--- src/rtl/rst_mgr_pkg.sv ---
package rst_mgr_pkg;
  localparam int DW = 8;

  localparam logic ADDR_CTRL = 1'b0;
  localparam logic ADDR_STAT = 1'b1;

  // control bit positions
  localparam int C_SLEEP_EN = 7;
  localparam int C_PCONF_EN = 6;
  localparam int C_BERR_EN  = 5;
  localparam int C_WD_EN    = 4;
  localparam int C_LSB      = 4;

  // status bit positions
  localparam int S_SLEEP_CMD = 7;

  typedef struct packed {
    logic berr;
    logic wd;
    logic porta;
    logic pad;
    logic pad_slp;
  } cause_t;
endpackage

--- src/rtl/rst_ctrl_reg.sv ---
module rst_ctrl_reg
  import rst_mgr_pkg::*;
(
  input  logic                clk_i,
  input  logic                rst_ni,
  input  logic                we_i,
  input  logic [DW-1:C_LSB]   wdata_i,
  output logic [DW-1:0]       ctrl_o
);
  logic [DW-1:C_LSB] q;

  always_ff @(posedge clk_i or negedge rst_ni) begin
    if (!rst_ni) begin
      q <= '0;
    end else if (we_i) begin
      q                  <= wdata_i;
      q[C_WD_EN]         <= q[C_WD_EN] | wdata_i[C_WD_EN]; // set-only
    end
  end

  assign ctrl_o = {q, {C_LSB{1'b0}}};
endmodule

--- src/rtl/rst_cause_reg.sv ---
module rst_cause_reg
  import rst_mgr_pkg::*;
(
  input  logic   clk_i,
  input  logic   rst_ni,
  input  logic   clr_i,
  input  cause_t set_i,
  output cause_t q_o
);
  always_ff @(posedge clk_i or negedge rst_ni) begin
    if (!rst_ni) q_o <= '0;
    else         q_o <= cause_t'((clr_i ? '0 : q_o) | set_i); // set wins
  end
endmodule

--- src/rtl/rst_stretch.sv ---
module rst_stretch #(
  parameter int STRETCH = 16
) (
  input  logic clk_i,
  input  logic rst_ni,
  input  logic hit_i,
  output logic active_o
);
  localparam int CW = $clog2(STRETCH + 1);
  localparam logic [CW-1:0] LOAD = CW'(STRETCH);

  logic [CW-1:0] cnt;

  always_ff @(posedge clk_i or negedge rst_ni) begin
    if (!rst_ni)          cnt <= LOAD;
    else if (hit_i)       cnt <= LOAD;
    else if (cnt != '0)   cnt <= cnt - CW'(1);
  end

  assign active_o = (cnt != '0);
endmodule

--- src/rtl/rst_mgr.sv ---
module rst_mgr
  import rst_mgr_pkg::*;
#(
  parameter int STRETCH = 16
) (
  input  logic          clk_i,
  input  logic          rst_ni,
  input  logic          pad_rst_i,
  input  logic          porta_match_i,
  input  logic          wdt_expire_i,
  input  logic          bus_err_i,
  input  logic          bus_sel_i,
  input  logic          bus_we_i,
  input  logic          bus_addr_i,
  input  logic [DW-1:0] bus_wdata_i,
  output logic [DW-1:0] bus_rdata_o,
  output logic          cold_rst_o,
  output logic          sys_rst_o,
  output logic          pconf_rst_o,
  output logic          sleep_o
);
  logic [DW-1:0] ctrl_q;
  cause_t        stat_q, cause_set;
  logic          cold_q, sleep_q;
  logic          wd_hit, be_hit, src_hit;
  logic          ctrl_wr, stat_wr, stat_rd;
  logic          unused_wdata;

  assign ctrl_wr = bus_sel_i &  bus_we_i & (bus_addr_i == ADDR_CTRL);
  assign stat_wr = bus_sel_i &  bus_we_i & (bus_addr_i == ADDR_STAT);
  assign stat_rd = bus_sel_i & ~bus_we_i & (bus_addr_i == ADDR_STAT);
  assign unused_wdata = ^bus_wdata_i[C_LSB-1:0];

  assign wd_hit  = wdt_expire_i & ctrl_q[C_WD_EN];
  assign be_hit  = bus_err_i    & ctrl_q[C_BERR_EN];
  assign src_hit = pad_rst_i | porta_match_i | wd_hit | be_hit;

  always_ff @(posedge clk_i or negedge rst_ni) begin
    if (!rst_ni) cold_q <= 1'b1;
    else         cold_q <= 1'b0;
  end

  rst_ctrl_reg u_ctrl (
    .clk_i   (clk_i),
    .rst_ni  (rst_ni),
    .we_i    (ctrl_wr),
    .wdata_i (bus_wdata_i[DW-1:C_LSB]),
    .ctrl_o  (ctrl_q)
  );

  always_comb begin
    cause_set         = '0;
    cause_set.berr    = be_hit;
    cause_set.wd      = wd_hit;
    cause_set.porta   = porta_match_i;
    cause_set.pad     = pad_rst_i & ~sleep_q;
    cause_set.pad_slp = pad_rst_i &  sleep_q;
  end

  rst_cause_reg u_cause (
    .clk_i  (clk_i),
    .rst_ni (rst_ni),
    .clr_i  (stat_rd),
    .set_i  (cause_set),
    .q_o    (stat_q)
  );

  rst_stretch #(.STRETCH(STRETCH)) u_stretch (
    .clk_i    (clk_i),
    .rst_ni   (rst_ni),
    .hit_i    (src_hit),
    .active_o (sys_rst_o)
  );

  always_ff @(posedge clk_i or negedge rst_ni) begin
    if (!rst_ni)                   sleep_q <= 1'b0;
    else if (src_hit || sys_rst_o) sleep_q <= 1'b0;
    else if (stat_wr && bus_wdata_i[S_SLEEP_CMD] && ctrl_q[C_SLEEP_EN])
                                   sleep_q <= 1'b1;
  end

  assign bus_rdata_o = (bus_addr_i == ADDR_CTRL) ? ctrl_q
                     : {2'b00, stat_q, 1'b0};
  assign cold_rst_o  = cold_q;
  assign pconf_rst_o = sys_rst_o & ctrl_q[C_PCONF_EN];
  assign sleep_o     = sleep_q;
endmodule

--- config.mk ---
export PLATFORM = sky130hd
export DESIGN_NAME = rst_mgr
export DESIGN_NICKNAME = d
export VERILOG_FILES = /design/src/rtl/rst_mgr_pkg.sv /design/src/rtl/rst_ctrl_reg.sv /design/src/rtl/rst_cause_reg.sv /design/src/rtl/rst_stretch.sv /design/src/rtl/rst_mgr.sv
export SDC_FILE = /design/constraint.sdc
export NUM_CORES = 1
export LEC_CHECK = 0
export BUFFER_PORTS_ARGS = -buffer_cell sky130_fd_sc_hd__buf_2
export CORE_MARGIN = 2
export CORE_UTILIZATION = 34
export CTS_BUF_LIST = sky130_fd_sc_hd__clkbuf_4 sky130_fd_sc_hd__clkbuf_8
export DETAILED_ROUTE_END_ITERATION = 10
export SYNTH_ARGS = -nofsm -noshare
export SYNTH_HDL_FRONTEND = slang
export SYNTH_SLANG_ARGS = --single-unit
--- constraint.sdc ---
create_clock -name clk_i -period 3.5 [get_ports clk_i]
set_input_delay 0.7 -clock clk_i [delete_from_list [all_inputs] [get_ports clk_i]]
set_output_delay 0.7 -clock clk_i [all_outputs]
set_load 0.02 [all_outputs]
# Yosys cells after proc, flatten, opt, wreduce, memory -nomap -nowiden
# Cells that the tools add are included.
# W data, S select, Z words.
[totals]
reg_bits = 16
in_bits = 17
out_inout_bits = 12
elab_cells = 40
[op_classes]
add_sub_neg = 1
mux = 6
n_bitwise = 18
n_reduce_logical = 6
[op_table]
columns = ["op", "n"]
rows = [
  ["$mux W5", 3],
  ["$and A1 B1 Y1", 10],
  ["$mux W8", 1],
  ["$or A5 B5 Y5", 1],
  ["$reduce_bool A5 Y1", 1],
  ["$sub A5 B1 Y5 const B", 1],
  ["$or A1 B1 Y1", 4],
  ["$reduce_bool A2 Y1", 2],
  ["$not A1 Y1", 3],
  ["$logic_and A1 B1 Y1", 2],
  ["$mux W1", 2],
  ["$logic_or A1 B1 Y1", 1],
]

# Logic depth before layout (Yosys ltp)
[depth]
depth_word = 6
depth_mapped = 6
ltp_nobuf = 5

# By module
# From an unflattened synthesis, not the netlist that was laid out.
[unflattened]
hier_cells = 73
area_unflattened_um2 = 824.5
[by_module_without_submodules]
columns = ["module", "instances", "cells_each", "area_each_um2", "seq_area_each_um2"]
rows = [
  ["rst_stretch", 1, 25, 262.8, 126.4],
  ["rst_mgr", 1, 24, 219.0, 51.3],
  ["rst_ctrl_reg", 1, 13, 176.4, 100.1],
  ["rst_cause_reg", 1, 11, 166.4, 125.1],
]

# Worst setup path before layout
# No wires, ideal clock.
[synth_timing]
kind = "reg2out"
startpoint = "register u_stretch.cnt[0]"
endpoint = "output pconf_rst_o"
arrival_time_ps = 1469
t_required_ps = 2800
slack_ps = 1331
path_stages_with_launch = 6
n_path_buf = 1
cell_sequence = "dfrtp_1 inv_1 ha_1 or4b_1 buf_6 and2_2"
[synth_between]
elab_chain_len = 2
[synth_rtl]
columns = ["item", "line", "source"]
rows = [
  ["start: declaration", "rst_stretch.sv:12", "logic [CW-1:0] cnt;"],
  ["start signal: assignment", "rst_stretch.sv:17", "else if (cnt != '0) cnt <= cnt - CW'(1);"],
  ["$reduce_bool A5 Y1", "rst_stretch.sv:20", "assign active_o = (cnt != '0);"],
  ["via sys_rst_o", "rst_mgr.sv:18", "output logic sys_rst_o,"],
  ["$and A1 B1 Y1", "rst_mgr.sv:85", "assign pconf_rst_o = sys_rst_o & ctrl_q[C_PCONF_EN];"],
  ["end: declaration", "rst_mgr.sv:19", "output logic pconf_rst_o,"],
]
# The timed path passes the listed nets, and every way through them passes these cells.

# Final worst setup path
[layout_timing]
startpoint = "register u_stretch.cnt[0]"
endpoint = "output pconf_rst_o"
[layout_between]
elab_chain_len = 2
[layout_rtl]
columns = ["item", "line"]
rows = [
  ["$reduce_bool A5 Y1", "rst_stretch.sv:20"],
  ["$and A1 B1 Y1", "rst_mgr.sv:85"],
]
# Every way passes these cells.

==> impl_metrics.tcl <==
set metrics [dict create \
    drc_errors 0 \
    synthCells 68 \
    synth-warning-count 0 \
    final_common_cell "buf_2" \
    io_buffers 23 \
    antenna_found_initial 0 \
    clk_path_buf_depth 2 \
    synthTopCellsByArea "dfrtp_1, mux2_2, dfstp_2" \
    finalSetupViolations 0 \
    synth.top_cell.area_share 0.468 \
    maxSlewViolCount 0 \
    synth_largest_area_cell "dfrtp_1" \
    ys_seq_elements 16 \
    cp-end-kind "output port" \
    root_buffer "clkbuf_4" \
    hold_class "in -> async" \
    r2r_end "u_stretch.cnt[0]" \
    area_growth_syn_to_layout_pct 22.2 \
    cp_slowest_cell "or4b_1" \
    finalCriticalPeriod_ps 2710 \
    num-nets-final 112 \
    drive_gt1_frac 0.387 \
    grtUsageTotal 0.122 \
    viasPerCell 4.49 \
    num_rows 16 \
    slowest_delay_ps 620 \
    num_vias 539 \
    finalCritPeriodShare 0.774 \
    clock_latency_ps 290 \
    cts_buffers 3 \
    routedWlPerCell_um 11.4 \
    finalNonFillerCells 120 \
    crit_path_start_kind "register" \
    hold_viol_final 0 \
    initial_utilization 0.370 \
    met1_usage 0.142 \
    p_leak_nw 0.439 \
    avgSynthCellArea_um2 11.0 \
    cts_max_level 1 \
    cap_violations 0 \
    antennaDiodeCount 0 \
    status "finished clean" \
    dp_cells 116 \
    path_clk_slew_ps 90 \
    rsz0062_at_grt "false" \
    fmax_mhz 369 \
    layout_common_cells "buf_2, dfrtp_1, nand2_1, mux2_2, nor2_1" \
    reg2reg_slack_ps 1820 \
    grt-busiest-layer "met2" \
    grt_use_met2 0.206 \
    ys_seq_area_frac 0.538 \
    grt_pass1_vias 585 \
    drtAntennaViolNets 0 \
    cts-resized-gates 0 \
    required_ps 2800 \
    crit_path_max_fanout 7 \
    r2r_cells 5 \
    reg2reg_from "u_stretch.cnt[0]" \
    fp.dieW_um 50.9 \
    yosysUniqueCellTypes 28 \
    post_cts.repair.setup_buffers 0 \
    die_area_um2 2590 \
    multi_input_area_um2 315 \
    first_iter_violations 2 \
    grt_max_degree 17 \
    die_h_um 50.9 \
    dr.pass1.iters 3 \
    cp_data_arrival_time_ps 2010 \
    core_area_um2 2020 \
    synthArstFlopShare 1.00 \
    gp_congestion 0.760 \
    regArea_um2 403 \
    cts_tree "done" \
    grt_pass1_wl_um 2350 \
    finClkSkew_ps 1.76 \
    ir_worst_vdd_mv 0.210 \
    pin_count 29 \
    powerDensity_nw_per_um2 458 \
    synth_edf_count 0 \
    wl_um 1370 \
    clock-sinks 16 \
    path_cells "inv_1, ha_1, or4b_1, and2_2, buf_2" \
    grt_remaining_overflow 0 \
    grt_util_met3 0.0263 \
    crit_type "reg -> out" \
    timing.setup.tns_ps 0 \
    syn_area_um2 748 \
    hold_buffers 0 \
    synth_flop_cell "dfrtp_1" \
    nFillCells 194 \
]
-- layout make-up --
| type | count | share of cell area |
|---|---|---|
| multi-input cells | 47 | 0.345 |
| well taps | 27 | 0.0369 |
| flip-flops and latches | 16 | 0.440 |
| inverters | 3 | 0.0123 |
| clock buffers | 4 | 0.0397 |
| repair buffers | 23 | 0.126 |
-- per-layer routing --
layer | routed length (µm) | vias to the layer above | share of wire
met3 | 49 | 4 | 0.036
met5 | 0 | - | 0
met2 | 665 | 12 | 0.48
met1 | 631 | 248 | 0.46
met4 | 27 | 0 | 0.020
li1 | - | 275 | -
-- worst max-delay path, delay by kind of cell (launching register included) --
| kind | cells | cell delay, ps |
|---|---|---|
| adder cells (fa/ha/maj) | 1 | 220 |
| buffers and inverters | 2 | 210 |
| flip-flops | 1 | 410 |
| AND/OR/NAND/NOR | 2 | 880 |
-- cell usage after synthesis, types with 2 or more instances --
master / n
nand2b_1: 2
dfrtp_1: 14
nand3b_1: 3
a21o_1: 3
a22o_1: 2
dfstp_2: 2
a21oi_1: 2
nand2_1: 7
and2_1: 3
nor3_1: 2
mux2_2: 5
nor2b_1: 2
inv_1: 3
nor2_1: 4
-- stage by stage --
| step | util | setup slack (ps) | power (mW) | hold WS [ps] | instance area (µm²) |
|---|---|---|---|---|---|
| 4_1_cts | 0.452 | 752 | 0.426 | 306 | 915 |
| 3_5_place_dp | 0.434 | 1080 | 0.302 | 463 | 878 |
| 5_1_grt | 0.452 | 665 | 0.444 | 322 | 915 |
| 2_1_floorplan | - | 1330 | 0.274 | 404 | 752 |
| 3_3_place_gp | 0.434 | 1110 | 0.300 | 453 | 878 |
| 6_report | 0.452 | 790 | 0.419 | 307 | 915 |
-- state kept, by name, indices dropped and copies added, names as in the netlist --
signal / cells
sleep_o: 1
cold_rst_o: 1
u_stretch.cnt: 5
u_cause.q_o: 5
u_ctrl.q: 4
-- power breakdown --
part,internal [mW],leakage [nW],switching [mW]
combinational,0.0385,0.231,0.0464
clock,0.0634,0.0210,0.0585
sequential,0.202,0.187,0.0102
-- how the worst max path moves through the flow --
stage,from,end
2_1_floorplan,u_stretch.cnt[0],pconf_rst_o
3_3_place_gp,u_stretch.cnt[0],pconf_rst_o
3_5_place_dp,u_stretch.cnt[0],pconf_rst_o
4_1_cts,u_stretch.cnt[0],pconf_rst_o
5_1_grt,u_stretch.cnt[0],pconf_rst_o
6_report,u_stretch.cnt[0],pconf_rst_o
-- kinds of logic (layout without fill, tap and decap cells) --
| logic type | after synthesis | after routing | share of synthesized area |
|---|---|---|---|
| and+or+nand+nor | 27 | 27 | 0.199 |
| AOI/OAI and AO/OA | 11 | 11 | 0.109 |
| muxes | 5 | 5 | 0.0752 |
| buffers and inverters | 6 | 30 | 0.0451 |
| adders and majority gates | 1 | 1 | 0.0167 |
| other | 1 | 2 | 0.00501 |
| DFF | 16 | 16 | 0.538 |
| xor gates and xnor gates | 1 | 1 | 0.0117 |
(Power assumes the default switching activity.)
